==> config.mk <==
export PLATFORM = sky130hd
export DESIGN_NAME = rfdp_top
export DESIGN_NICKNAME = d
export VERILOG_FILES = /design/src/rtl/rfdp_pkg.sv /design/src/rtl/rfdp_regfile.sv /design/src/rtl/rfdp_func_unit.sv /design/src/rtl/rfdp_top.sv
export SDC_FILE = /design/constraint.sdc
export NUM_CORES = 1
export LEC_CHECK = 0
export ABC_CLOCK_PERIOD_IN_PS = 6080
export BUFFER_PORTS_ARGS = -buffer_cell sky130_fd_sc_hd__buf_2
export CAP_MARGIN = 20
export CORE_ASPECT_RATIO = 1.2
export CORE_MARGIN = 2
export CORE_UTILIZATION = 62
export DETAILED_ROUTE_END_ITERATION = 16
export GPL_TIMING_DRIVEN = 0
export PLACE_DENSITY_LB_ADDON = 0.08
export SETUP_SLACK_MARGIN = 0.15
export SYNTH_ARGS = -nofsm -noshare
export SYNTH_HDL_FRONTEND = slang
export SYNTH_SLANG_ARGS = --single-unit
==> constraint.sdc <==
create_clock -name clk -period 6.08 [get_ports clk]
set_input_delay 0.608 -clock clk [delete_from_list [all_inputs] [get_ports clk]]
set_output_delay 0.608 -clock clk [all_outputs]
set_load 0.005 [all_outputs]
==> src/rtl/rfdp_pkg.sv <==
package rfdp_pkg;

   typedef enum logic [1:0] {
      LG_AND = 2'b00,
      LG_OR  = 2'b01,
      LG_XOR = 2'b10,
      LG_NOT = 2'b11
   } logic_op_e;

   typedef enum logic [1:0] {
      AY_ZERO = 2'b00,
      AY_B    = 2'b01,
      AY_NOTB = 2'b10,
      AY_ONES = 2'b11
   } arith_y_e;

endpackage

==> src/rtl/rfdp_regfile.sv <==
module rfdp_regfile #(
   parameter int W    = 8,
   parameter int NREG = 4,
   localparam int SELW = $clog2(NREG)
) (
   input  logic            clk,
   input  logic            rst_n,
   input  logic            we,
   input  logic [SELW-1:0] wsel,
   input  logic [W-1:0]    wdata,
   input  logic [SELW-1:0] asel,
   input  logic [SELW-1:0] bsel,
   output logic [W-1:0]    adata,
   output logic [W-1:0]    bdata
);

   logic [W-1:0] regs [NREG];

   for (genvar i = 0; i < NREG; i++) begin : g_reg
      always_ff @(posedge clk or negedge rst_n) begin
         if (!rst_n)
            regs[i] <= '0;
         else if (we && (wsel == SELW'(i)))
            regs[i] <= wdata;
      end
   end

   assign adata = regs[asel];
   assign bdata = regs[bsel];

endmodule

==> src/rtl/rfdp_func_unit.sv <==
module rfdp_func_unit
   import rfdp_pkg::*;
#(
   parameter int W = 8
) (
   input  logic [W-1:0] a,
   input  logic [W-1:0] b,
   input  logic [3:0]   fn,
   input  logic         shift_pick,
   input  logic         shift_dir,
   output logic [W-1:0] f,
   output logic         carry,
   output logic         ovf,
   output logic         neg,
   output logic         zero
);

   logic [W-1:0] y_opnd;
   logic [W:0]   sum;
   logic [W-1:0] lres;
   logic [W-1:0] sres;
   logic         arith_ovf;
   logic         use_adder;

   always_comb begin
      unique case (arith_y_e'(fn[2:1]))
         AY_ZERO: y_opnd = '0;
         AY_B:    y_opnd = b;
         AY_NOTB: y_opnd = ~b;
         default: y_opnd = '1;
      endcase
   end

   assign sum       = {1'b0, a} + {1'b0, y_opnd} + {{W{1'b0}}, fn[0]};
   assign arith_ovf = (a[W-1] == y_opnd[W-1]) && (sum[W-1] != a[W-1]);

   always_comb begin
      unique case (logic_op_e'(fn[1:0]))
         LG_AND:  lres = a & b;
         LG_OR:   lres = a | b;
         LG_XOR:  lres = a ^ b;
         default: lres = ~a;
      endcase
   end

   assign sres = shift_dir ? {1'b0, b[W-1:1]} : {b[W-2:0], 1'b0};

   assign use_adder = !shift_pick && !fn[3];

   always_comb begin
      if (shift_pick)
         f = sres;
      else if (fn[3])
         f = lres;
      else
         f = sum[W-1:0];
   end

   assign carry = use_adder && sum[W];
   assign ovf   = use_adder && arith_ovf;
   assign neg   = f[W-1];
   assign zero  = (f == '0);

endmodule

==> src/rtl/rfdp_top.sv <==
module rfdp_top #(
   parameter int W    = 8,
   parameter int NREG = 4,
   localparam int SELW = $clog2(NREG)
) (
   input  logic            clk,
   input  logic            rst_n,
   input  logic [SELW-1:0] a_sel,
   input  logic [SELW-1:0] b_sel,
   input  logic            b_const_en,
   input  logic [3:0]      fn,
   input  logic            shift_pick,
   input  logic            shift_dir,
   input  logic            din_pick,
   input  logic [SELW-1:0] dst_sel,
   input  logic            wr_en,
   input  logic [W-1:0]    const_in,
   input  logic [W-1:0]    data_in,
   output logic [W-1:0]    addr_out,
   output logic [W-1:0]    data_out,
   output logic            ovf_flag,
   output logic            carry_flag,
   output logic            neg_flag,
   output logic            zero_flag
);

   if (W < 2) begin : g_bad_width
      $error("rfdp_top: W must be at least 2");
   end
   if (NREG < 2 || (1 << SELW) != NREG) begin : g_bad_nreg
      $error("rfdp_top: NREG must be a power of two of at least 2");
   end

   logic [W-1:0] bus_a;
   logic [W-1:0] reg_b;
   logic [W-1:0] bus_b;
   logic [W-1:0] bus_f;
   logic [W-1:0] bus_d;

   rfdp_regfile #(.W(W), .NREG(NREG)) u_rf (
      .clk   (clk),
      .rst_n (rst_n),
      .we    (wr_en),
      .wsel  (dst_sel),
      .wdata (bus_d),
      .asel  (a_sel),
      .bsel  (b_sel),
      .adata (bus_a),
      .bdata (reg_b)
   );

   assign bus_b = b_const_en ? const_in : reg_b;

   rfdp_func_unit #(.W(W)) u_fu (
      .a          (bus_a),
      .b          (bus_b),
      .fn         (fn),
      .shift_pick (shift_pick),
      .shift_dir  (shift_dir),
      .f          (bus_f),
      .carry      (carry_flag),
      .ovf        (ovf_flag),
      .neg        (neg_flag),
      .zero       (zero_flag)
   );

   assign bus_d    = din_pick ? data_in : bus_f;
   assign addr_out = bus_a;
   assign data_out = bus_b;

endmodule

==> results.py, run 1 <==
metrics = {
    "floorplanning": {
        "core.rowCount": 28,
        "dieArea_um2": 5800,
        "core_um2": 4970,
        "die_w_um": 69.8,
        "ioPinCount": 53,
        "chipHeight_um": 83.0,
        "start_util": 0.648,
    },
    "worst_setup_path": {
        "cp_cell_sequence": "buf_2 -> buf_1 -> mux2i_1 -> o21ai_0 -> fa_1 -> a21o_1 -> a32oi_1 -> mux2i_1 -> or4_4 -> a2111o_1 -> nor4_2 -> buf_2",
        "worstSetupEndpointType": "output pin",
        "critPathKind": "input pin to output pin",
        "arrival_ns": 4.34,
        "crit_family": "compound AO/OA/AOI/OAI gates",
        "critPathMaxFanout": 10,
        "required_ns": 5.47,
        "crit_path_start_kind": "input pin",
        "crit_slowest_cell": "or4_4",
        "critPathBufInv": 3,
        "max_stage_delay_ns": 0.53,
    },
    "power": {
        "seq_power_share": 0.293,
        "clockPowerShare": 0.194,
        "swShare": 0.401,
        "vdd_drop_max_uv": 254,
        "p_comb_frac": 0.513,
        "report.power.total_uw": 1020,
        "p_leak_uw": 0.00167,
        "p_int_uw": 611,
        "p_per_area_nw_per_um2": 281,
        "p_switching_uw": 410,
    },
    "clock_network": {
        "clock-sinks": 32,
        "holdBufCountCts": 0,
        "htree_levels": 2,
        "cts_tree": "done",
        "clk_pin_slew_ns": 0.06,
        "cts_buffer_depth": 2,
        "cts_buffers": 5,
        "cts_setup_buffers": 0,
        "worst_skew_pair.late_latency_ns": 0.28,
        "clock-root-buffer": "clkbuf_8",
        "cts-resized-gates": 0,
    },
    "job": {
        "cap_violations": 0,
    },
    "synth": {
        "synth-seq-cells": 32,
        "synthSimpleGateAreaFrac": 0.191,
        "synth-compound-area-share": 0.189,
        "yosysTopAreaCell": "dfrtp_1",
        "synth_edf_count": 0,
        "syn-cell-area_um2": 3220,
        "synth_adder_area_share": 0.102,
        "synth_common_cells": "42 x nand2_1, 32 x dfrtp_1, 31 x o21ai_0",
        "dominantRegCellSynth": "dfrtp_1",
        "synthCells": 363,
        "async_flop_share": 1.00,
        "synth_top_family_by_area": "multiplexers",
        "yosys-top-cells-area": "dfrtp_1 25%, ha_1 8.9%, mux4_1 6.5%",
        "synth_xor_area_frac": 0.00543,
        "synthesis.nets": 421,
        "synth_top_area_share": 0.248,
        "yosysUniqueCellTypes": 54,
        "yosysWarningCount": 0,
        "synth_most_common_cell": "nand2_1",
        "synth_mux_area_frac": 0.207,
        "postSynthAreaPerCell_um2": 8.88,
        "seq_area_frac_synth": 0.248,
    },
    "drt": {
        "drc": 0,
        "first_pass_iters": 5,
        "drtAntennaViolNets": 0,
        "vias": 3118,
        "wire_per_inst_um": 19.2,
        "drt-initial-drc-count": 337,
        "vias_per_cell": 6.56,
        "wl_um": 9140,
    },
    "sta": {
        "min_period_ns": 4.95,
        "slew_headroom": 0.501,
        "rsz0062_at_grt": "false",
        "worst_clock_skew_ns": 0.00806,
        "setup_viol": 0,
        "finalCritPeriodShare": 0.815,
        "fmaxAchievable_mhz": 202,
        "final-hold-violation-count": 0,
        "fin_tns_setup_ns": 0,
        "tightest_slew_ns": 0.742,
        "final_max_slew_viol_count": 0,
    },
    "finish": {
        "drive_gt1_frac": 0.193,
        "antennaDiodeCount": 0,
        "largest_reg_flops": 32,
        "areaGrowthSynthToFinish_pct": 12.5,
        "top_register": "u_rf.regs",
        "top_regs": "u_rf.regs x32",
        "utilization": 0.729,
        "fin_nets": 472,
    },
    "global_routing": {
        "grt_pass1_vias": 3020,
        "grt_overflow": 0,
        "grt_pass1_wl_um": 15400,
        "grt_max_degree": 33,
        "grt.total_usage": 0.330,
        "antenna_found_initial": 0,
    },
    "placed_design": {
        "gp_congestion": 0.975,
        "hpwl_um": 7150,
        "io_buffer_count": 44,
    },
    "hold_path": {
        "worst_hold_path_type": "input pin to async pin",
    },
    "status": {
        "status": "complete, no violations",
    },
}
[final timing paths]
path	start	end	slack, ns	depth (start not counted)
hold reg to reg	u_rf.regs[18]	u_rf.regs[18]	0.50	2
hold / removal	rst_n	u_rf.regs[16]	0.37	1
setup reg to reg	u_rf.regs[16]	u_rf.regs[30]	2.26	10
min in group clk	u_rf.regs[18]	u_rf.regs[18]	0.50	2
max in group asynchronous	rst_n	u_rf.regs[30]	5.24	1
setup / recovery	b_const_en	zero_flag	1.13	12
[layer usage]
metal,global-route usage,part of all wire,vias up,wire [µm]
met5,0,0,-,0
met4,0.108,0.029,0,262
met3,0.0413,0.061,24,558
met2,0.573,0.50,143,4610
met1,0.426,0.41,1503,3700
li1,-,-,1448,-
[layout make-up]
cell class	count	area (µm²)
clock inverters	2	35.0
inverters	23	86.3
plain buffers	23	98.8
multi-input cells	285	2240
flip-flops and latches	32	801
clock buffers	6	72.6
well taps	60	75.1
repair buffers	44	220
fillers	410	1350
[cell usage in the layout (no fill, tap or decap), types with 3 or more instances in the layout]
master and n:
mux2i_1 13, buf_1 3, nand2b_1 9, o21ai_0 31, and3_1 3, ha_1 23, dfrtp_1 32, a211oi_1 5
nor4_1 6, inv_1 22, o221ai_1 3, nor2b_1 12, o32ai_1 3, o21a_1 3, nand2_1 42, nand3b_1 3
nor2_1 26, nor3b_1 3, o31ai_1 12, a31oi_1 3, mux4_1 8, nand3_1 6, mux2_2 9, clkbuf_8 5
clkbuf_1 16, buf_2 48, mux4_2 9, a21oi_1 16, nor3_1 5
[cells by family after synthesis]
logic type | after synthesis
and+or+nand+nor | 124
AOI/OAI and AO/OA | 94
buffers and inverters | 46
muxes | 40
DFF | 32
adders and majority gates | 25
xor gates and xnor gates | 2
[per-stage QoR]
stage	cell area (µm²)	cells	setup WS [ns]	hold WS [ns]
after floorplan	3220	363	1.91	0.312
after global placement	3520	467	1.24	0.474
after detailed placement	3520	467	1.19	0.489
after CTS	3630	475	1.19	0.396
after global routing	3630	475	0.903	0.444
final	3630	475	1.13	0.373
[power groups by stage]
| stage | Clock (µW) | Combinational (µW) | Sequential (µW) |
|---|---|---|---|
| floorplan | 0 | 374 | 288 |
| global placement | 0 | 500 | 297 |
| detailed placement | 0 | 514 | 300 |
| CTS | 202 | 517 | 297 |
| global route | 211 | 586 | 305 |
| finish | 198 | 523 | 299 |
[worst reg2reg max path, stage by stage (launching register included)]
cell and delay (ns):
dfrtp_1 0.39, mux4_1 0.53, mux2i_1 0.36, o21ai_0 0.17
fa_1 0.44, fa_1 0.42, and3_1 0.20, o2111ai_1 0.19
o211ai_1 0.18, nor4_1 0.60, o31ai_1 0.18
Power figures use the tool's default switching activity.
==> run 2: changes to the inputs <==
--- a/config.mk
+++ b/config.mk
@@ -5,12 +5,12 @@
 export SDC_FILE = /design/constraint.sdc
 export NUM_CORES = 1
 export LEC_CHECK = 0
-export ABC_CLOCK_PERIOD_IN_PS = 6080
+export ABC_CLOCK_PERIOD_IN_PS = 4900
 export BUFFER_PORTS_ARGS = -buffer_cell sky130_fd_sc_hd__buf_2
 export CAP_MARGIN = 20
 export CORE_ASPECT_RATIO = 1.2
 export CORE_MARGIN = 2
-export CORE_UTILIZATION = 62
+export CORE_UTILIZATION = 58
 export DETAILED_ROUTE_END_ITERATION = 16
 export GPL_TIMING_DRIVEN = 0
 export PLACE_DENSITY_LB_ADDON = 0.08
==> constraint.sdc (replaced) <==
create_clock -name clk -period 4.9 [get_ports clk]
set_input_delay 0.49 -clock clk [delete_from_list [all_inputs] [get_ports clk]]
set_output_delay 0.49 -clock clk [all_outputs]
set_load 0.005 [all_outputs]
==> run 2 against run 1 <==
Net effect: die area grew 6.5%; critical endpoint unchanged; register-to-register slack lost 1.2 ns; worst setup slack lost 0.82 ns; core utilization shrank 4.5 points; flip-flop and latch count is the same; first-iteration DRC count shrank 8.9%; clock-buffer cell count grew 2.
==> results.py, run 2 (same netlist as run 1, synthesis figures left out) <==
metrics = {
    "clock_network": {
        "htree_levels": 2,
        "cts_buffer_depth": 2,
        "clock-root-buffer": "clkbuf_8",
        "cts_tree": "done",
        "clk_pin_slew_ns": 0.07,
        "cts_buffers": 5,
        "holdBufCountCts": 0,
        "worst_skew_pair.late_latency_ns": 0.29,
        "clock-sinks": 32,
        "cts_setup_buffers": 0,
    },
    "power": {
        "vdd_drop_max_uv": 243,
        "p_leak_uw": 0.00166,
        "p_per_area_nw_per_um2": 341,
    },
    "global_routing": {
        "grt-busiest-layer": "met2",
        "antenna_found_initial": 0,
        "globalRouteMet3Util": 0.0376,
        "grt_util_met2": 0.535,
        "met1_usage": 0.408,
        "grt_overflow": 0,
        "grt_max_degree": 33,
        "grt.total_usage": 0.319,
        "grt_pass1_vias": 3147,
        "grt_pass1_wl_um": 15300,
    },
    "worst_setup_path": {
        "rrSetupSlack_ns": 1.09,
        "worstSetupEndpointType": "output pin",
        "crit_path_start_kind": "input pin",
        "required_ns": 4.41,
        "reg2reg_from": "u_rf.regs[24]",
        "reg2regPathDepth": 10,
        "critPathKind": "input pin to output pin",
        "regToRegEndpoint": "u_rf.regs[14]",
        "critPathMaxFanout": 8,
        "crit_slowest_cell": "mux4_1",
        "cp_cell_sequence": "buf_6 -> mux4_1 -> mux2i_2 -> o21ai_0 -> fa_1 -> a21o_1 -> a32oi_1 -> mux2i_1 -> or4_4 -> a2111o_1 -> nor4_2 -> buf_2",
        "max_stage_delay_ns": 0.61,
        "arrival_ns": 4.10,
    },
    "finish": {
        "final_cells": 477,
        "nFillCells": 439,
        "layout_common_cells": "48 x buf_2, 42 x nand2_1, 32 x dfrtp_1",
        "final_common_cell": "buf_2",
        "areaGrowthSynthToFinish_pct": 13.2,
        "fin_nets": 472,
        "drive_gt1_frac": 0.207,
        "utilization": 0.684,
        "antennaDiodeCount": 0,
        "top_register": "u_rf.regs",
        "largest_reg_flops": 32,
        "top_regs": "u_rf.regs x32",
    },
    "placed_design": {
        "io_buffer_count": 44,
        "hpwl_um": 7380,
        "dp_cells": 469,
        "dp_slack_ns": 0.224,
        "gp_congestion": 0.926,
    },
    "sta": {
        "worst_clock_skew_ns": 0.00917,
        "fmaxAchievable_mhz": 218,
        "finalCritPeriodShare": 0.937,
        "rsz0062_at_grt": "false",
        "setup_slack_ns": 0.310,
        "slew_headroom": 0.466,
        "tightest_slew_ns": 0.794,
        "fin_tns_setup_ns": 0,
        "setup_viol": 0,
        "final-hold-violation-count": 0,
        "min_period_ns": 4.59,
        "final_max_slew_viol_count": 0,
    },
    "drt": {
        "wl_um": 9310,
        "wire_per_inst_um": 19.5,
        "first_pass_iters": 5,
        "drc": 0,
        "vias": 3164,
        "drtAntennaViolNets": 0,
        "drt-initial-drc-count": 307,
        "vias_per_cell": 6.63,
    },
    "job": {
        "cap_violations": 0,
    },
    "floorplanning": {
        "core_um2": 5330,
        "die_w_um": 72.1,
        "ioPinCount": 53,
        "start_util": 0.605,
        "core.rowCount": 29,
        "dieArea_um2": 6170,
        "chipHeight_um": 85.7,
    },
    "status": {
        "status": "complete, no violations",
    },
    "hold_path": {
        "worst_hold_path_type": "input pin to async pin",
    },
}
-- run 2: through the flow --
stage          instance area (µm²)  power, µW  hold slack [ns]
3_5_place_dp                  3520       1010            0.493
4_1_cts                       3610       1230            0.267
3_3_place_gp                  3520        993            0.475
5_1_grt                       3650       1330            0.314
6_report                      3650       1250            0.240
2_1_floorplan                 3220        821            0.194
-- run 2: worst max-delay path by stage --
stage	start	end	slack (ns)	cells after the start
finish	b_sel[0]	zero_flag	0.31	12
floorplan	b_sel[0]	zero_flag	0.96	12
global placement	b_sel[1]	zero_flag	0.25	12
global route	u_rf.regs[16]	zero_flag	0.15	11
detailed placement	b_const_en	zero_flag	0.22	12
CTS	b_const_en	zero_flag	0.22	12
-- run 2: cell type report --
cell class	instances	area, µm²	share of cell area
multi-input combinational	285	2270	0.623
sequential	32	801	0.219
timing repair buffer	44	220	0.0603
buffer	23	101	0.0278
clock buffer	8	90.1	0.0247
inverter	23	86.3	0.0236
tap	62	77.6	0.0212
-- run 2: power breakdown --
group	switching (µW)	internal, µW
combinational	375	288
sequential	47.2	324
clock	96.1	114
total	519	727
-- run 2: critical path: cells and delay by family --
family,cells,cell delay (ns)
multiplexers,3,1.07
AO/OA/AOI/OAI,4,1.05
adder cells (fa/ha/maj),1,0.44
buffers and inverters,2,0.31
AND/OR/NAND/NOR,2,0.75
-- run 2: what timing repair did --
action	4_1_cts	5_1_grt
resized for setup	0	10
endpoints found under the setup margin	0	1
endpoints found under the hold margin	0	0
-- run 2: per-layer routing --
layer | share of wire | vias to the layer above | wire, µm
met1 | 0.40 | 1507 | 3700
li1 | - | 1449 | -
met3 | 0.066 | 35 | 614
met4 | 0.044 | 0 | 407
met5 | 0 | - | 0
met2 | 0.49 | 173 | 4580
